`src/rtl/rcr_pkg.sv`:
```
package rcr_pkg;

  localparam int unsigned REG_W = 16;

  // flag bit positions (software decodes these)
  localparam int unsigned B_TRAP   = 15;
  localparam int unsigned B_BADACC = 14;
  localparam int unsigned B_CFGMIS = 9;
  localparam int unsigned B_EXTPIN = 7;
  localparam int unsigned B_SWRST  = 6;
  localparam int unsigned B_WDEN   = 5;
  localparam int unsigned B_WDTO   = 4;
  localparam int unsigned B_SLEEP  = 3;
  localparam int unsigned B_IDLE   = 2;
  localparam int unsigned B_BROWN  = 1;
  localparam int unsigned B_PWRON  = 0;

  localparam logic [REG_W-1:0] FLAG_MASK = REG_W'(
      (1 << B_TRAP) | (1 << B_BADACC) | (1 << B_CFGMIS) | (1 << B_EXTPIN) |
      (1 << B_SWRST) | (1 << B_WDTO) | (1 << B_SLEEP) | (1 << B_IDLE) |
      (1 << B_BROWN) | (1 << B_PWRON));

  localparam logic [REG_W-1:0] IMPL_MASK = FLAG_MASK | REG_W'(1 << B_WDEN);

  localparam logic [REG_W-1:0] RESET_VAL = REG_W'(1 << B_PWRON);

  typedef enum logic [1:0] {
    CLR_NONE,     // no hardware clear
    CLR_POR,      // power-on only
    CLR_POR_BOR,  // power-on or brown-out
    CLR_WDOG      // power-save, watchdog kick, power-on, brown-out
  } clr_class_e;

  function automatic clr_class_e clr_class(int unsigned b);
    if (b == B_CFGMIS) return CLR_POR;
    if (b == B_WDTO) return CLR_WDOG;
    if (b == B_TRAP || b == B_BADACC || b == B_EXTPIN || b == B_SWRST ||
        b == B_SLEEP || b == B_IDLE) return CLR_POR_BOR;
    return CLR_NONE;
  endfunction

endpackage

```
`src/rtl/rcr_evt_map.sv`:
```
module rcr_evt_map
  import rcr_pkg::*;
(
  input  logic             ev_trap_conflict,
  input  logic             ev_bad_access,
  input  logic             ev_cfg_mismatch,
  input  logic             ev_ext_pin,
  input  logic             ev_sw_reset,
  input  logic             ev_wdog_timeout,
  input  logic             ev_sleep,
  input  logic             ev_idle,
  input  logic             ev_brownout,
  input  logic             ev_power_on,
  input  logic             wdog_clear,
  output logic [REG_W-1:0] set_v,
  output logic [REG_W-1:0] clr_v
);

  logic clr_por, clr_por_bor, clr_wdog;

  assign clr_por     = ev_power_on;
  assign clr_por_bor = ev_power_on | ev_brownout;
  assign clr_wdog    = clr_por_bor | ev_sleep | ev_idle | wdog_clear;

  always_comb begin
    set_v           = '0;
    set_v[B_TRAP]   = ev_trap_conflict;
    set_v[B_BADACC] = ev_bad_access;
    set_v[B_CFGMIS] = ev_cfg_mismatch;
    set_v[B_EXTPIN] = ev_ext_pin;
    set_v[B_SWRST]  = ev_sw_reset;
    set_v[B_WDTO]   = ev_wdog_timeout;
    set_v[B_SLEEP]  = ev_sleep;
    set_v[B_IDLE]   = ev_idle;
    set_v[B_BROWN]  = ev_brownout;
    set_v[B_PWRON]  = ev_power_on;
  end

  for (genvar b = 0; b < REG_W; b++) begin : g_clr
    localparam clr_class_e CC = clr_class(b);
    if (CC == CLR_POR) begin : g_por
      assign clr_v[b] = clr_por;
    end else if (CC == CLR_POR_BOR) begin : g_porbor
      assign clr_v[b] = clr_por_bor;
    end else if (CC == CLR_WDOG) begin : g_wd
      assign clr_v[b] = clr_wdog;
    end else begin : g_none
      assign clr_v[b] = 1'b0;
    end
  end

endmodule

```
`src/rtl/rcr_flag_cell.sv`:
```
module rcr_flag_cell #(
  parameter logic RST_VAL = 1'b0
) (
  input  logic clk,
  input  logic rst_n,
  input  logic set_i,
  input  logic clr_i,
  input  logic wr_i,
  input  logic wd_i,
  output logic q_o
);

  // priority: hardware set, then hardware clear, then software write
  always_ff @(posedge clk or negedge rst_n) begin
    if (!rst_n)     q_o <= RST_VAL;
    else if (set_i) q_o <= 1'b1;
    else if (clr_i) q_o <= 1'b0;
    else if (wr_i)  q_o <= wd_i;
  end


  set_wins_chk: assert property (@(posedge clk) disable iff (!rst_n)
    set_i |=> q_o);


  clr_beats_write_chk: assert property (@(posedge clk) disable iff (!rst_n)
    (clr_i && !set_i) |=> !q_o);


  write_takes_chk: assert property (@(posedge clk) disable iff (!rst_n)
    (wr_i && !set_i && !clr_i) |=> (q_o == $past(wd_i)));


  idle_hold_chk: assert property (@(posedge clk) disable iff (!rst_n)
    (!wr_i && !set_i && !clr_i) |=> $stable(q_o));

endmodule

```
`src/rtl/rst_cause_reg.sv`:
```
module rst_cause_reg
  import rcr_pkg::*;
(
  input  logic             clk,
  input  logic             rst_n,
  input  logic             ev_trap_conflict,
  input  logic             ev_bad_access,
  input  logic             ev_cfg_mismatch,
  input  logic             ev_ext_pin,
  input  logic             ev_sw_reset,
  input  logic             ev_wdog_timeout,
  input  logic             ev_sleep,
  input  logic             ev_idle,
  input  logic             ev_brownout,
  input  logic             ev_power_on,
  input  logic             wdog_clear,
  input  logic             cfg_wdog_fuse,
  input  logic             wr_en,
  input  logic [REG_W-1:0] wr_data,
  output logic [REG_W-1:0] rd_data,
  output logic             wdog_enable
);

  logic [REG_W-1:0] set_v, clr_v, bits_q;

  rcr_evt_map u_map (
    .ev_trap_conflict (ev_trap_conflict),
    .ev_bad_access    (ev_bad_access),
    .ev_cfg_mismatch  (ev_cfg_mismatch),
    .ev_ext_pin       (ev_ext_pin),
    .ev_sw_reset      (ev_sw_reset),
    .ev_wdog_timeout  (ev_wdog_timeout),
    .ev_sleep         (ev_sleep),
    .ev_idle          (ev_idle),
    .ev_brownout      (ev_brownout),
    .ev_power_on      (ev_power_on),
    .wdog_clear       (wdog_clear),
    .set_v            (set_v),
    .clr_v            (clr_v)
  );

  for (genvar b = 0; b < REG_W; b++) begin : g_bit
    if (IMPL_MASK[b]) begin : g_cell
      rcr_flag_cell #(.RST_VAL(RESET_VAL[b])) u_cell (
        .clk   (clk),
        .rst_n (rst_n),
        .set_i (set_v[b]),
        .clr_i (clr_v[b]),
        .wr_i  (wr_en),
        .wd_i  (wr_data[b]),
        .q_o   (bits_q[b])
      );
    end else begin : g_zero
      assign bits_q[b] = 1'b0;
    end
  end

  assign rd_data     = bits_q;
  assign wdog_enable = cfg_wdog_fuse | bits_q[B_WDEN];


  fuse_forces_en_chk: assert property (@(posedge clk) disable iff (!rst_n)
    cfg_wdog_fuse |-> wdog_enable);


  soft_en_follow_chk: assert property (@(posedge clk) disable iff (!rst_n)
    !cfg_wdog_fuse |-> (wdog_enable == rd_data[B_WDEN]));


  cfg_survives_bor_chk: assert property (@(posedge clk) disable iff (!rst_n)
    (ev_brownout && !ev_power_on && rd_data[B_CFGMIS]) |=> rd_data[B_CFGMIS]);


  bor_flag_kept_chk: assert property (@(posedge clk) disable iff (!rst_n)
    (rd_data[B_BROWN] && !wr_en) |=> rd_data[B_BROWN]);

endmodule

```
`config.mk`:
```
export PLATFORM = sky130hd
export DESIGN_NAME = rst_cause_reg
export DESIGN_NICKNAME = d
export VERILOG_FILES = /design/src/rtl/rcr_pkg.sv /design/src/rtl/rcr_evt_map.sv /design/src/rtl/rcr_flag_cell.sv /design/src/rtl/rst_cause_reg.sv
export SDC_FILE = /design/constraint.sdc
export NUM_CORES = 1
export LEC_CHECK = 0
export ABC_AREA = 1
export BUFFER_PORTS_ARGS = -buffer_cell sky130_fd_sc_hd__buf_4
export CORE_ASPECT_RATIO = 1.25
export CORE_MARGIN = 5
export CORE_UTILIZATION = 35
export DETAILED_ROUTE_END_ITERATION = 12
export PLACE_DENSITY = 0.74
export SETUP_SLACK_MARGIN = 0.5
export SYNTH_ARGS = -nofsm -noshare
export SYNTH_HDL_FRONTEND = slang
export SYNTH_SLANG_ARGS = --single-unit
```
`constraint.sdc`:
```
create_clock -name clk -period 0.8 [get_ports clk]
set_input_delay 0 -clock clk [delete_from_list [all_inputs] [get_ports clk]]
set_output_delay 0 -clock clk [all_outputs]
set_load 0.05 [all_outputs]
```
==> flow_summary.json <==
{
  "failed_checks": "hold timing, setup timing",
  "ioPinCount": 48,
  "power.density_mw_per_mm2": 1646,
  "antenna_found_initial": 0,
  "grt_pass1_wl_um": 2359,
  "fmax_ghz": 0.9731,
  "critPathKind": "reg2out",
  "worst_ep_required_time_ns": 0.80,
  "power.leakage_nw": 0.4736,
  "avgSynthCellArea_sq_um": 8.809,
  "cts.sinks": 11,
  "status": "complete, but fails checks",
  "drt_wl_total_um": 1495,
  "rsz0062_at_grt": "true",
  "firstDrtPassIters": 4,
  "die_x_um": 48.60,
  "cts_tree": "yes",
  "initial_core_util_pct": 36.92,
  "largest_reg_flops": 11,
  "place_congestion": 0.6490,
  "whs_ns": -0.4535,
  "finClkSkew_ns": 0,
  "num_vias": 545,
  "area_delta_synth_final_pct": 42.61,
  "cap_violations": 0,
  "drc": 0,
  "grt_max_degree": 13,
  "postRouteAntennaNets": 0,
  "post_drt_wl_per_cell_um": 12.25,
  "worstSetupStartpointType": "flop",
  "dpl_worst_slack_ns": -0.02642,
  "clk_latency_ns": 0.26,
  "cts-root-buf": "clkbuf_4",
  "path_clk_slew_ns": 0.08,
  "drv_slew": 0,
  "cts_buffers": 3,
  "htree_levels": 1,
  "ys_seq_area_share_pct": 42.42,
  "largestRegisters": "g_bit.g_cell.u_cell.q_o x11",
  "dp_hpwl_um": 1229,
  "yosysUniqueCellTypes": 22,
  "grt_pass1_vias": 561,
  "synth_warnings": 0,
  "crit_arrival_ns": 1.03,
  "worstSetupEndpointType": "output pin",
  "worstPathMaxFanout": 2,
  "via_per_inst": 4.467,
  "port_buffers": 37,
  "fin_ws_ns": -0.2277,
  "num_rows": 17,
  "top_register": "g_bit.g_cell.u_cell.q_o",
  "syn_area_sq_um": 651.9,
  "n_antenna_cell": 0,
  "finalHoldViolCount": 22,
  "setup_viol": 13,
  "finalCriticalPeriod_ns": 1.028,
  "final.period_utilization_pct": 128.5,
  "gr-usage-all-layers_pct": 10.61,
  "core_area_sq_mm": 0.001765,
  "synthCells": 74,
  "dieArea_sq_mm": 0.002831,
  "fillers": 176,
  "ir_drop_v": 0.0007698,
  "final_nets": 135,
  "worstHoldPathType": "in2async",
  "gr-total-overflow": 0,
  "chipHeight_um": 58.25,
  "drive_gt1_share_pct": 50.49,
  "synth-seq-cells": 11,
  "clk_path_buf_depth": 2,
  "drtIter0Drc": 4
}
==> path summary, 6_finish.rpt <==
path	start	to	slack, ns	depth (start not counted)
worst max-delay path	g_bit[5].g_cell.u_cell.q_o	wdog_enable	-0.23	2
worst min-delay path	rst_n	g_bit[7].g_cell.u_cell.q_o	-0.45	1
worst max register to register	g_bit[2].g_cell.u_cell.q_o	g_bit[2].g_cell.u_cell.q_o	-0.05	3
worst min register to register	g_bit[0].g_cell.u_cell.q_o	g_bit[0].g_cell.u_cell.q_o	0.48	2
max in group asynchronous	rst_n	g_bit[0].g_cell.u_cell.q_o	1.02	1
min in group clk	ev_cfg_mismatch	g_bit[9].g_cell.u_cell.q_o	-0.08	3
==> critical path, stage by stage, from the launching register on <==
cell,delay (ns)
dfrtp_1,0.39
or2_4,0.23
buf_6,0.15
==> cells by family (layout without fill, tap and decap cells) <==
kind of cell | after synthesis | in the layout | synth area share [%]
buffers and inverters | 24 | 49 | 24.76
AOI/OAI and AO/OA | 15 | 15 | 15.16
and+or+nand+nor | 23 | 23 | 17.09
DFF | 11 | 11 | 42.42
other | 1 | 5 | 0.5753
==> Yosys cell counts (all sizes together) <==
| cell type | instances | share of area [%] |
|---|---|---|
| buf | 17 | 20 |
| a21oi | 2 | 1.5 |
| o211ai | 1 | 1.9 |
| conb | 1 | 0.58 |
| or2 | 2 | 1.9 |
| nand2 | 11 | 6.7 |
| dfstp | 1 | 4.0 |
| inv | 6 | 3.5 |
| nor2 | 8 | 5.8 |
| nand3 | 1 | 1.5 |
| clkbuf | 1 | 1.2 |
| o21bai | 5 | 6.3 |
| o21ai | 7 | 5.4 |
| nand3b | 1 | 1.2 |
| dfrtp | 10 | 38 |
==> per-stage QoR <==
| step | total power [mW] | utilization, % | instances | setup TNS, ns | area [sq um] |
|---|---|---|---|---|---|
| after floorplan | 1.036 | - | 78 | 0 | 710.7 |
| after global placement | 1.117 | 47.55 | 117 | -0.0001527 | 839.6 |
| after detailed placement | 1.127 | 47.55 | 117 | -0.02642 | 839.6 |
| after CTS | 1.540 | 51.88 | 121 | -0.8481 | 915.9 |
| after global routing | 1.618 | 52.66 | 122 | -1.226 | 929.6 |
| final | 1.530 | 52.66 | 122 | -0.7452 | 929.6 |
==> layout by cell type, fill, tap and decap left out, drive strengths merged <==
cell type and count:
a21oi 2, buf 39, clkbuf 3, clkinv 1
conb 5, dfrtp 10, dfstp 1, inv 6
nand2 11, nand3 1, nand3b 1, nor2 8
o211ai 1, o21ai 7, o21bai 5, or2 2
==> cell type report <==
cell class	count	area, sq um	area share, %
clock buffers	3	22.52	2.423
well taps	19	23.77	2.557
repair buffers	39	345.3	37.15
multi-input cells	43	234.0	25.17
flip-flops and latches	11	276.5	29.74
inverters	6	22.52	2.423
clock inverters	1	5.005	0.5384
==> repair_timing <==
action / 4_1_cts / 5_1_grt
hold endpoints to repair: 22 / 22
gates resized for setup: 13 / 2
pin swaps: 2 / 1
buffers inserted: 0 / 1
endpoints found under the setup margin: 23 / 23
==> power by group <==
part / internal, mW / switching, mW
clock network: 0.185 / 0.188
registers: 0.597 / 0.0291
logic: 0.216 / 0.315
total: 0.997 / 0.533
==> routing by layer <==
layer	GRT usage, %	up-vias	wire length, um	share of wire [%]
met2	18.28	31	747	50
met4	4.615	0	7	0.47
li1	-	267	-	-
met3	3.856	2	153	10
met1	11.64	245	587	39
met5	0	-	0	0
No activity file was read; power rests on OpenSTA's default activity.
